**config.mk**
```make
export PLATFORM = sky130hd
export DESIGN_NAME = gf_edge_permuter
export DESIGN_NICKNAME = d
export VERILOG_FILES = /design/src/rtl/gf_perm_pkg.sv /design/src/rtl/gf_cmul_logic.sv /design/src/rtl/gf_cmul_table.sv /design/src/rtl/gf_cmul_path.sv /design/src/rtl/gf_edge_permuter.sv
export SDC_FILE = /design/constraint.sdc
export NUM_CORES = 1
export LEC_CHECK = 0
export BUFFER_PORTS_ARGS = -buffer_cell sky130_fd_sc_hd__buf_2
export CAP_MARGIN = 5
export CELL_PAD_IN_SITES_DETAIL_PLACEMENT = 1
export CELL_PAD_IN_SITES_GLOBAL_PLACEMENT = 2
export CORE_MARGIN = 2
export CORE_UTILIZATION = 19
export CTS_CLUSTER_DIAMETER = 80
export DETAILED_ROUTE_END_ITERATION = 6
export PLACE_DENSITY_LB_ADDON = 0.15
export SLEW_MARGIN = 20
export SYNTH_ARGS = -nofsm -noshare
export SYNTH_HDL_FRONTEND = slang
export SYNTH_SLANG_ARGS = --single-unit
```
**constraint.sdc**
```tcl
create_clock -name clk -period 0.8 [get_ports clk]
set_input_delay 0.16 -clock clk [delete_from_list [all_inputs] [get_ports clk]]
set_output_delay 0.16 -clock clk [all_outputs]
set_load 0.02 [all_outputs]
```
**src/rtl/gf_perm_pkg.sv**
```systemverilog
package gf_perm_pkg;

    localparam int MAX_W = 8;

    typedef enum logic [0:0] {
        IMPL_LOGIC = 1'b0,
        IMPL_TABLE = 1'b1
    } mul_impl_e;

    typedef logic [MAX_W-1:0] gf_word_t;

    // Multiply by alpha (x) once, reducing modulo the field polynomial.
    function automatic gf_word_t gf_xtime(gf_word_t a, int w, int poly);
        gf_word_t mask;
        gf_word_t r;
        mask = gf_word_t'((1 << w) - 1);
        r    = (a << 1) & mask;
        if (a[w-1]) r = r ^ (gf_word_t'(poly) & mask);
        return r;
    endfunction

    // Shift-and-add field multiplication, used only at elaboration time.
    function automatic gf_word_t gf_mul(gf_word_t a, gf_word_t b, int w, int poly);
        gf_word_t acc;
        gf_word_t sh;
        acc = '0;
        sh  = a;
        for (int i = 0; i < MAX_W; i++) begin
            if (i < w) begin
                if (b[i]) acc = acc ^ sh;
                sh = gf_xtime(sh, w, poly);
            end
        end
        return acc;
    endfunction

    function automatic int gf_norm_exp(int e, int w);
        int ord;
        ord = (1 << w) - 1;
        return ((e % ord) + ord) % ord;
    endfunction

    function automatic int gf_inv_exp(int e, int w);
        int ord;
        ord = (1 << w) - 1;
        return (ord - gf_norm_exp(e, w)) % ord;
    endfunction

    // alpha raised to a reduced exponent.
    function automatic gf_word_t gf_alpha_pow(int e, int w, int poly);
        gf_word_t r;
        int       n;
        r = gf_word_t'(1);
        n = gf_norm_exp(e, w);
        for (int k = 0; k < (1 << MAX_W); k++) begin
            if (k < n) r = gf_xtime(r, w, poly);
        end
        return r;
    endfunction

endpackage

```
**src/rtl/gf_cmul_logic.sv**
```systemverilog
module gf_cmul_logic #(
    parameter int W    = 4,
    parameter int POLY = 'h3,
    parameter int EXPN = 0
) (
    input  logic [W-1:0] sym_i,
    output logic [W-1:0] sym_o
);
    import gf_perm_pkg::*;

    localparam gf_word_t COEF = gf_alpha_pow(EXPN, W, POLY);

    logic [W-1:0] col [W];

    // Column j of the constant matrix is COEF * x^j.
    for (genvar j = 0; j < W; j++) begin : g_col
        localparam gf_word_t COL = gf_mul(gf_word_t'(1 << j), COEF, W, POLY);
        assign col[j] = sym_i[j] ? COL[W-1:0] : '0;
    end

    always_comb begin
        sym_o = '0;
        for (int j = 0; j < W; j++) sym_o = sym_o ^ col[j];
    end

endmodule

```
**src/rtl/gf_cmul_table.sv**
```systemverilog
module gf_cmul_table #(
    parameter int W    = 4,
    parameter int POLY = 'h3,
    parameter int EXPN = 0
) (
    input  logic [W-1:0] sym_i,
    output logic [W-1:0] sym_o
);
    import gf_perm_pkg::*;

    localparam int       ENTRIES = (1 << W) - 1;
    localparam gf_word_t COEF    = gf_alpha_pow(EXPN, W, POLY);

    logic [W-1:0] tbl [ENTRIES];
    logic [W-1:0] idx;

    // Entry k holds (k+1) * COEF; the zero symbol is not stored.
    for (genvar k = 0; k < ENTRIES; k++) begin : g_ent
        localparam gf_word_t ENT = gf_mul(gf_word_t'(k + 1), COEF, W, POLY);
        assign tbl[k] = ENT[W-1:0];
    end

    assign idx = sym_i - 1'b1;

    always_comb begin
        if (sym_i == '0) sym_o = '0;
        else             sym_o = tbl[idx];
    end

endmodule

```
**src/rtl/gf_cmul_path.sv**
```systemverilog
module gf_cmul_path #(
    parameter int                     W       = 4,
    parameter int                     POLY    = 'h3,
    parameter int                     EXPN    = 0,
    parameter gf_perm_pkg::mul_impl_e IMPL    = gf_perm_pkg::IMPL_LOGIC,
    parameter bit                     OUT_REG = 1'b1
) (
    input  logic         clk,
    input  logic         rst,
    input  logic [W-1:0] sym_i,
    output logic [W-1:0] sym_o
);
    logic [W-1:0] prod;

    if (IMPL == gf_perm_pkg::IMPL_TABLE) begin : g_tab
        gf_cmul_table #(.W(W), .POLY(POLY), .EXPN(EXPN)) u_mul (
            .sym_i (sym_i),
            .sym_o (prod)
        );
    end else begin : g_log
        gf_cmul_logic #(.W(W), .POLY(POLY), .EXPN(EXPN)) u_mul (
            .sym_i (sym_i),
            .sym_o (prod)
        );
    end

    if (OUT_REG) begin : g_reg
        logic [W-1:0] q;
        always_ff @(posedge clk) begin
            if (rst) q <= '0;
            else     q <= prod;
        end
        assign sym_o = q;
    end else begin : g_cmb
        logic unused_clk;
        assign unused_clk = clk ^ rst;
        assign sym_o = prod;
    end

endmodule

```
**src/rtl/gf_edge_permuter.sv**
```systemverilog
module gf_edge_permuter #(
    parameter int                     W       = 4,
    parameter int                     POLY    = 'h3,
    parameter int                     EXP_H   = 7,
    parameter gf_perm_pkg::mul_impl_e IMPL    = gf_perm_pkg::IMPL_LOGIC,
    parameter bit                     OUT_REG = 1'b1
) (
    input  logic         clk,
    input  logic         rst,
    input  logic [W-1:0] fwd_sym_i,
    output logic [W-1:0] fwd_sym_o,
    input  logic [W-1:0] bwd_sym_i,
    output logic [W-1:0] bwd_sym_o
);
    localparam int FWD_EXP = gf_perm_pkg::gf_norm_exp(EXP_H, W);
    localparam int BWD_EXP = gf_perm_pkg::gf_inv_exp(EXP_H, W);

    gf_cmul_path #(
        .W(W), .POLY(POLY), .EXPN(FWD_EXP), .IMPL(IMPL), .OUT_REG(OUT_REG)
    ) u_fwd (
        .clk   (clk),
        .rst   (rst),
        .sym_i (fwd_sym_i),
        .sym_o (fwd_sym_o)
    );

    gf_cmul_path #(
        .W(W), .POLY(POLY), .EXPN(BWD_EXP), .IMPL(IMPL), .OUT_REG(OUT_REG)
    ) u_bwd (
        .clk   (clk),
        .rst   (rst),
        .sym_i (bwd_sym_i),
        .sym_o (bwd_sym_o)
    );

endmodule

```
==> impl_metrics.py <==
metrics = {
    "run_status": {
        "status": "finished, violations left",
        "violations": "setup timing",
    },
    "clock_tree": {
        "cts_setup_buffers": 0,
        "clkSlewWorstSetupHoldPaths_ns": 0.06,
        "clockRootBuffer": "clkbuf_4",
        "numCtsBuffers": 3,
        "htreeDepth": 1,
        "cts_tree": "done",
        "cts_hold_buf": 0,
        "cts.sinks": 8,
        "cts_buffer_depth": 2,
    },
    "drt": {
        "drt_pass1_iterations": 3,
        "wl_per_cell_um": 10.96,
        "ant_nets": 0,
        "wirelength_um": 767,
        "first_iter_violations": 1,
        "drc": 0,
        "viasPerCell": 4.100,
        "vias": 287,
    },
    "sta": {
        "post-route-min-period_ns": 0.8489,
        "setup_tns_ns": -0.3531,
        "max_freq_mhz": 1178,
        "setup_ws_ns": -0.04893,
        "min_period_over_period_pct": 106.1,
        "finalSetupViolations": 8,
        "slew_headroom_pct": 81.63,
        "hold_viol": 0,
        "grt_setup_unrepaired": "yes",
        "tightest_slew_ns": 0.2736,
        "drv_slew": 0,
    },
    "floorplan": {
        "start_util_pct": 20.35,
        "core_area_um2": 1506,
        "fp.dieH_um": 44.17,
        "dieArea_um2": 1951,
        "io_pins": 18,
        "die_x_um": 44.17,
        "core.rowCount": 14,
    },
    "global_route": {
        "grt_pass1_vias": 316,
        "grt_max_degree": 13,
        "grt_first_pass_wirelength_mm": 1.255,
        "grt_use_total_pct": 9.604,
        "antenna_found_initial": 0,
        "globalRoute.totalOverflow": 0,
    },
    "worst_setup_path": {
        "cp_top_family": "flip-flops",
        "crit_slowest_cell": "dfxtp_2",
        "crit_chain": "buf_6",
        "cp.required_ns": 0.64,
        "critPathBufInv": 1,
        "cp-start-kind": "flop",
        "crit_path_end_kind": "primary output",
        "cp_slowest_stage_delay_ns": 0.32,
        "crit_type": "reg -> out",
        "critPathMaxFanout": 1,
        "crit_arrival_ns": 0.69,
    },
    "yosys": {
        "syn_area_um2": 306.5,
        "ys_warn_count": 0,
        "synth_cell_types": 7,
        "synth_fp_nets": 39,
        "yosysSeqAreaShare_pct": 52.24,
        "synth_cells": 29,
        "ys_ff_latch": 8,
        "avgSynthCellArea_um2": 10.57,
    },
    "cells_and_area": {
        "nNetsFinal": 66,
        "final_cell_mix": "9 x buf_2, 8 x nor2_1, 8 x buf_6, 8 x dfxtp_2, 6 x buf_4",
        "area_delta_synth_final_pct": 73.47,
        "drive_gt1_share_pct": 64.81,
        "final_common_cell": "buf_2",
        "n_antenna_cell": 0,
        "fin_util_pct": 35.30,
        "layoutNonFillerInstCount": 70,
    },
    "job": {
        "drv_cap": 0,
    },
    "worst_hold_path": {
        "hold_path_class": "in -> reg",
    },
    "place": {
        "gp_congestion": 0.7074,
        "hpwl_um": 602.1,
        "placed_cells": 67,
        "portBuffers": 17,
        "dp_slack_ns": -0.2186,
    },
    "pwr": {
        "p_leak_nw": 0.2526,
        "vdd_ir_drop_max_v": 0.0005946,
        "powerDensity_nw_per_um2": 1929,
    },
}
path summary, 6_finish.rpt:
path,start,end,cells after the start
hold / removal,rst,u_bwd.sym_o[3],2
setup / recovery,u_bwd.sym_o[0],bwd_sym_o[0],1
synthesized netlist by cell type (all sizes together):
library cell | n | area, µm²
nor2b | 4 | 25.02
dfxtp | 8 | 160.2
mux2 | 4 | 48.79
xnor2 | 4 | 35.03
nor2 | 8 | 30.03
buf | 1 | 7.510
metal layers:
metal  routed length [µm]  GRT usage [%]  share of wire [%]
met1                  250          8.458                 33
met2                  435          17.06                 57
met3                   82          2.857                 11
met4                    0          9.091                  0
met5                    0              0                  0
cell type report:
type                       count  area, µm²
sequential                     8      170.2
tap                           16      20.02
timing repair buffer          23      180.2
fill                         183      974.7
multi-input combinational     20      138.9
clock buffer                   3      22.52
registers in the layout, indices dropped and copies added, names as in the netlist:
signal,count
u_bwd.sym_o,4
u_fwd.sym_o,4
through the flow:
stage	power (W)	hold slack, ns	area [µm²]
global placement	0.0006616	0.4718	449.2
CTS	0.001043	0.2161	531.8
global route	0.001090	0.2412	531.8
floorplan	0.0005643	0.3228	306.5
detailed placement	0.0006741	0.4874	449.2
finish	0.001026	0.2164	531.8
repair_timing:
action | CTS | global route
setup endpoints to repair | 8 | 8
endpoints found under the hold margin | 0 | 0
resized for setup | 24 | 0
report_power, final:
part           internal, W  switching [W]  total [W]
combinational     0.000149       0.000110   0.000259
clock             0.000172       0.000138   0.000309
sequential        0.000441      0.0000162   0.000457
kinds of logic (layout without fill, tap and decap cells):
kind of cell	Yosys count	after routing	synth area share (%)
multiplexers	4	4	15.92
flip-flops	8	8	52.24
XOR/XNOR	4	4	11.43
buffers and inverters	1	26	2.450
AND/OR/NAND/NOR	12	12	17.96
No activity file was read; power rests on OpenSTA's default activity.
